File: src/rtl/thermal_pkg.sv
package thermal_pkg;
  typedef struct packed {
    logic hotRise;
    logic hotFall;
  } hotEvt_t;

  localparam int STAT_W      = 2;
  localparam int ST_ASSERT   = 0;
  localparam int ST_DEASSERT = 1;
endpackage

File: src/rtl/thermal_datapath.sv
module thermal_datapath
  import thermal_pkg::*;
#(
  parameter int NUM_CORES   = 2,
  parameter int SYNC_STAGES = 2
) (
  input  logic                 clk,
  input  logic                 rstN,
  input  logic [NUM_CORES-1:0] coreTrip,
  input  logic                 platformForce,
  output logic                 hotLevel,
  output logic                 forceLevel,
  output hotEvt_t              evt
);
  localparam int LAST = SYNC_STAGES - 1;

  logic [SYNC_STAGES-1:0] tripChain [NUM_CORES];
  logic [NUM_CORES-1:0]   tripSyncd;
  logic [SYNC_STAGES-1:0] forceChain;
  logic                   hotReg;
  logic                   hotPrev;

  for (genvar c = 0; c < NUM_CORES; c++) begin : gTripSync
    always_ff @(posedge clk or negedge rstN) begin
      if (!rstN) tripChain[c] <= '0;
      else       tripChain[c] <= {tripChain[c][SYNC_STAGES-2:0], coreTrip[c]};
    end
    assign tripSyncd[c] = tripChain[c][LAST];
  end

  always_ff @(posedge clk or negedge rstN) begin
    if (!rstN) forceChain <= '0;
    else       forceChain <= {forceChain[SYNC_STAGES-2:0], platformForce};
  end

  always_ff @(posedge clk or negedge rstN) begin
    if (!rstN) begin
      hotReg  <= 1'b0;
      hotPrev <= 1'b0;
    end else begin
      hotReg  <= |tripSyncd;
      hotPrev <= hotReg;
    end
  end

  assign hotLevel    = hotReg;
  assign forceLevel  = forceChain[LAST];
  assign evt.hotRise = hotReg & ~hotPrev;
  assign evt.hotFall = ~hotReg & hotPrev;

  AST_HOT_NEEDS_TRIP: assert property (@(posedge clk) disable iff (!rstN)
    hotLevel |-> $past(|tripSyncd)) else $error("hot without trip");

endmodule

File: src/rtl/thermal_ctrl.sv
module thermal_ctrl
  import thermal_pkg::*;
(
  input  logic              clk,
  input  logic              rstN,
  input  logic              monEnable,
  input  logic              hotLevel,
  input  logic              forceLevel,
  input  hotEvt_t           evt,
  input  logic              intEnAssert,
  input  logic              intEnDeassert,
  input  logic              clrWrite,
  input  logic [STAT_W-1:0] clrData,
  output logic              throttleReq,
  output logic [STAT_W-1:0] status,
  output logic              irq
);
  logic [STAT_W-1:0] setVec;
  logic [STAT_W-1:0] clrVec;
  logic [STAT_W-1:0] enVec;

  always_comb begin
    setVec              = '0;
    setVec[ST_ASSERT]   = evt.hotRise;
    setVec[ST_DEASSERT] = evt.hotFall;
    clrVec              = clrWrite ? clrData : '0;
    enVec               = '0;
    enVec[ST_ASSERT]    = intEnAssert;
    enVec[ST_DEASSERT]  = intEnDeassert;
  end

  always_ff @(posedge clk or negedge rstN) begin
    if (!rstN) begin
      status      <= '0;
      throttleReq <= 1'b0;
    end else begin
      status      <= (status & ~clrVec) | setVec;
      throttleReq <= monEnable & (hotLevel | forceLevel);
    end
  end

  assign irq = |(status & enVec);

  AST_THROTTLE_OFF_DISABLED: assert property (@(posedge clk) disable iff (!rstN)
    !monEnable |=> !throttleReq) else $error("throttle while disabled");
  AST_THROTTLE_ON_HOT: assert property (@(posedge clk) disable iff (!rstN)
    (monEnable && hotLevel) |=> throttleReq) else $error("hot not throttled");
  AST_RISE_SETS_FLAG: assert property (@(posedge clk) disable iff (!rstN)
    evt.hotRise |=> status[ST_ASSERT]) else $error("rise not flagged");
  AST_FALL_SETS_FLAG: assert property (@(posedge clk) disable iff (!rstN)
    evt.hotFall |=> status[ST_DEASSERT]) else $error("fall not flagged");
  AST_FLAG_STICKY: assert property (@(posedge clk) disable iff (!rstN)
    (status[ST_ASSERT] && !(clrWrite && clrData[ST_ASSERT])) |=> status[ST_ASSERT])
    else $error("flag lost");
  AST_CLEAR_WORKS: assert property (@(posedge clk) disable iff (!rstN)
    (clrWrite && clrData[ST_DEASSERT] && !evt.hotFall) |=> !status[ST_DEASSERT])
    else $error("clear ignored");

endmodule

File: src/rtl/thermal_event_ctrl.sv
module thermal_event_ctrl
  import thermal_pkg::*;
#(
  parameter int NUM_CORES   = 2,
  parameter int SYNC_STAGES = 2
) (
  input  logic                 clk,
  input  logic                 rstN,
  input  logic [NUM_CORES-1:0] coreTrip,
  input  logic                 platformForce,
  input  logic                 monEnable,
  input  logic                 intEnAssert,
  input  logic                 intEnDeassert,
  input  logic                 clrWrite,
  input  logic [STAT_W-1:0]    clrData,
  output logic                 hotN,
  output logic                 throttleReq,
  output logic                 irq,
  output logic [STAT_W-1:0]    status
);
  logic    hotLevel;
  logic    forceLevel;
  hotEvt_t evt;

  thermal_datapath #(.NUM_CORES(NUM_CORES), .SYNC_STAGES(SYNC_STAGES)) uData (
    .clk(clk), .rstN(rstN), .coreTrip(coreTrip), .platformForce(platformForce),
    .hotLevel(hotLevel), .forceLevel(forceLevel), .evt(evt)
  );

  thermal_ctrl uCtrl (
    .clk(clk), .rstN(rstN), .monEnable(monEnable), .hotLevel(hotLevel),
    .forceLevel(forceLevel), .evt(evt), .intEnAssert(intEnAssert),
    .intEnDeassert(intEnDeassert), .clrWrite(clrWrite), .clrData(clrData),
    .throttleReq(throttleReq), .status(status), .irq(irq)
  );

  assign hotN = ~hotLevel;

endmodule

File: config.mk
export PLATFORM = sky130hd
export DESIGN_NAME = thermal_event_ctrl
export DESIGN_NICKNAME = d
export VERILOG_FILES = /design/src/rtl/thermal_pkg.sv /design/src/rtl/thermal_datapath.sv /design/src/rtl/thermal_ctrl.sv /design/src/rtl/thermal_event_ctrl.sv
export SDC_FILE = /design/constraint.sdc
export NUM_CORES = 1
export LEC_CHECK = 0
export BUFFER_PORTS_ARGS = -buffer_cell sky130_fd_sc_hd__buf_4
export CAP_MARGIN = 10
export CORE_AREA = 2 2 39 41
export CTS_BUF_LIST = sky130_fd_sc_hd__clkbuf_4
export CTS_CLUSTER_DIAMETER = 120
export DETAILED_ROUTE_END_ITERATION = 8
export DIE_AREA = 0 0 41 43
export PLACE_DENSITY = 0.5
export SETUP_SLACK_MARGIN = 0.02
export SLEW_MARGIN = 20
export SYNTH_ARGS = -nofsm -noshare
export SYNTH_HDL_FRONTEND = slang
export SYNTH_SLANG_ARGS = --single-unit
export TNS_END_PERCENT = 100
File: constraint.sdc
create_clock -name clk -period 0.9 [get_ports clk]
set_clock_uncertainty 0.15 [all_clocks]
set_input_delay 0.045 -clock clk [delete_from_list [all_inputs] [get_ports clk]]
set_output_delay 0.045 -clock clk [all_outputs]
set_load 0.005 [all_outputs]
==> run_results.csv <==
group,metric,value,unit
cts,cts_sinks,11,
cts,cts_tree,"yes",
synth,yosys_register_bits,11,
power_and_ir_drop,power,1.07,mW
die,die_y,43,um
final_layout,instances_no_fill,65,
die,die_x,41,um
synth,yosys.area.top_type_share,0.843,
timing,tns,-1.03,ns
timing,finalHoldWorstSlack,-0.0630,ns
synth,synth.avg_cell_area,17.2,um2
timing,period_share,1.30,
timing,setup_viol,7,
synth,synth.area.top_cells,"dfrtp_1 84%, a22o_1 5.4%, o2bb2ai_1 2.7%",
global_routing,gr-usage-all-layers,0.0952,
routing,routedWlPerCell,11.1,um
timing,fmax,855,MHz
routing,drtIter0Drc,0,
routing,ant_nets,0,
cts,hold_buffers,6,
synth,synth_flop_cell,"dfrtp_1",
synth,ys_top_cells_by_count,"11 x dfrtp_1, 2 x a22o_1, 2 x nand2_1",
setup_path,crit_family,"flip-flops",
setup_path,worst-setup-path-type,"reg -> out",
synth,synth.distinct_cells,7,
cts,numCtsBuffers,3,
global_routing,overflow,0,
routing,drc,0,
synth,synth.largest_area_cell,"dfrtp_1",
outcome,failed_checks,"negative hold slack, negative setup slack",
routing,vias,267,
timing,relSlewSlack,0.902,
timing,slew_viol_final,0,
final_layout,fillers,130,
timing,fin_ws,-0.269,ns
timing,fin_crit,1.17,ns
setup_path,cp.required,0.70,ns
global_routing,gr-usage-met1,0.0856,
power_and_ir_drop,p_per_area,1730,nW/um2
timing,tightest_slew,0.147,ns
die,coreArea,1380,um2
routing,first_pass_iters,1,
timing,rsz0062_at_grt,"true",
die,start_util,0.236,
cts,cts_max_level,1,
setup_path,cp_max_fo,2,
setup_path,cpMaxStageDelayCell,"dfrtp_1",
power_and_ir_drop,peakVddDrop,843,uV
placed_design,placed_cells,52,
routing,vias_per_cell,4.11,
synth,synth_most_common_cell,"dfrtp_1",
die,dieArea,1760,um2
synth,postSynth.asyncResetShare,1.00,
setup_path,critPathBufInv,1,
final_layout,syn2layout_area_growth,89.3,%
setup_path,cp_cell_sequence,"a22o_1 -> buf_6",
global_routing,grt_pass1_vias,298,
global_routing,grt_first_pass_wirelength,1080,um
cts,clock_latency,0.26,ns
power_and_ir_drop,leakage,0.301,nW
global_routing,top_usage_layer,"met2",
cts,clockBufferDepth,2,
job,maxCapViolCount,0,
setup_path,max_stage_delay,0.38,ns
die,fp-row-count,14,
placed_design,hpwlAfterDp,494,um
final_layout,nNetsFinal,61,
synth,synthCells,19,
setup_path,cp-end-kind,"output pin",
final_layout,layout-drive-gt1-share,0.551,
placed_design,numPortBuffers,15,
synth,syn_area,327,um2
setup_path,critical_path_arrival,0.97,ns
synth,synth-edff-count,0,
die,ios,16,
global_routing,grt_antenna_before_repair,0,
placed_design,place.gp.congestion,0.556,
outcome,status,"complete, but fails checks",
routing,wl,722,um
timing,hold_viol_final,2,
synth,synth_nets,30,
global_routing,grt_max_degree,12,
synth,synth_warnings,0,
cts,clkTransAtPathRegs,0.07,ns
worst_hold_path,holdCritPathClass,"in -> reg",
global_routing,grt_util_met2,0.166,
cts,cts-root-buf,"clkbuf_4",
final_layout,num_antenna_cells,0,
synth,seq_area_frac_synth,0.843,
global_routing,use_met3,0.0314,
setup_path,start_kind,"flop",
==> report_power, final <==
group	internal, mW	total [mW]	switching (mW)
clock	0.201	0.351	0.150
sequential	0.527	0.542	0.0149
combinational	0.126	0.179	0.0533
==> logic make-up (layout without fill, tap and decap cells) <==
group / after synthesis / count (layout) / synth area share
buf+inv: 1 / 31 / 0.0115
compound gates: 4 / 4 / 0.103
flops: 11 / 11 / 0.843
simple gates: 3 / 3 / 0.0422
==> worst reg2reg max path, delay by kind of cell, from the launching register on <==
family	cells	cell delay (ns)
AO/OA/AOI/OAI	1	0.20
buffers and inverters	2	0.17
flip-flops	1	0.38
==> state kept, by name, indices dropped and copies added (netlist names) <==
register and flops:
uData.hotPrev 1, uData.forceChain 2, uCtrl.throttleReq 1, uData.hotLevel 1, uData.tripChain 4, uCtrl.status 2
==> cell type report <==
class	instances	area [um2]	share of cell area
clock buffer	4	30.0	0.0486
inverter	1	3.75	0.00607
sequential	11	275	0.445
tap	16	20.0	0.0324
multi-input combinational	7	56.3	0.0911
timing repair buffer	26	233	0.377
==> worst paths after layout <==
kind                               startpoint            endpoint  slack (ns)  depth (start not counted)
setup / recovery              uCtrl.status[0]                 irq       -0.27                          2
hold / removal                       clrWrite     uCtrl.status[0]       -0.06                          3
setup reg to reg               uData.hotLevel     uCtrl.status[1]       -0.10                          3
hold reg to reg            uData.tripChain[2]  uData.tripChain[3]        0.20                          0
max in group asynchronous                rstN  uData.tripChain[3]        0.44                          2
min in group asynchronous                rstN       uData.hotPrev        0.01                          2
==> timing repair <==
| item | 4_1_cts | 5_1_grt |
|---|---|---|
| buffers inserted | 3 | 0 |
| endpoints found under the setup margin | 8 | 8 |
| gates resized for setup | 5 | 3 |
| pin swaps | 2 | 2 |
| hold endpoints to repair | 17 | 2 |
==> metal layers <==
layer / wire, um / vias to the layer above
li1: - / 122
met1: 260 / 129
met2: 397 / 16
met3: 64 / 0
met4: 0 / 0
met5: 0 / -
==> cell usage in the layout, fill, tap and decap left out <==
cell type      Yosys  final
o21a_1             1      1
buf_6              0      6
dlygate4sd3_1      0      6
o2bb2ai_2          0      1
clkbuf_4           0      4
a22o_1             2      2
or2_4              0      1
inv_2              1      1
buf_4              0     14
dfrtp_1           11     11
nand2_1            2      2
==> metrics by stage <==
step                      hold slack, ns   util  cell area, um2  setup slack [ns]
final                            -0.0630  0.447             618            -0.269
after global routing             -0.0593  0.447             618            -0.314
after CTS                        -0.0603  0.437             604            -0.270
after detailed placement          -0.265  0.343             474           -0.0233
after global placement            -0.266  0.343             474           0.00399
after floorplan                   -0.401      -             327            0.0202
Power figures use the tool's default switching activity.
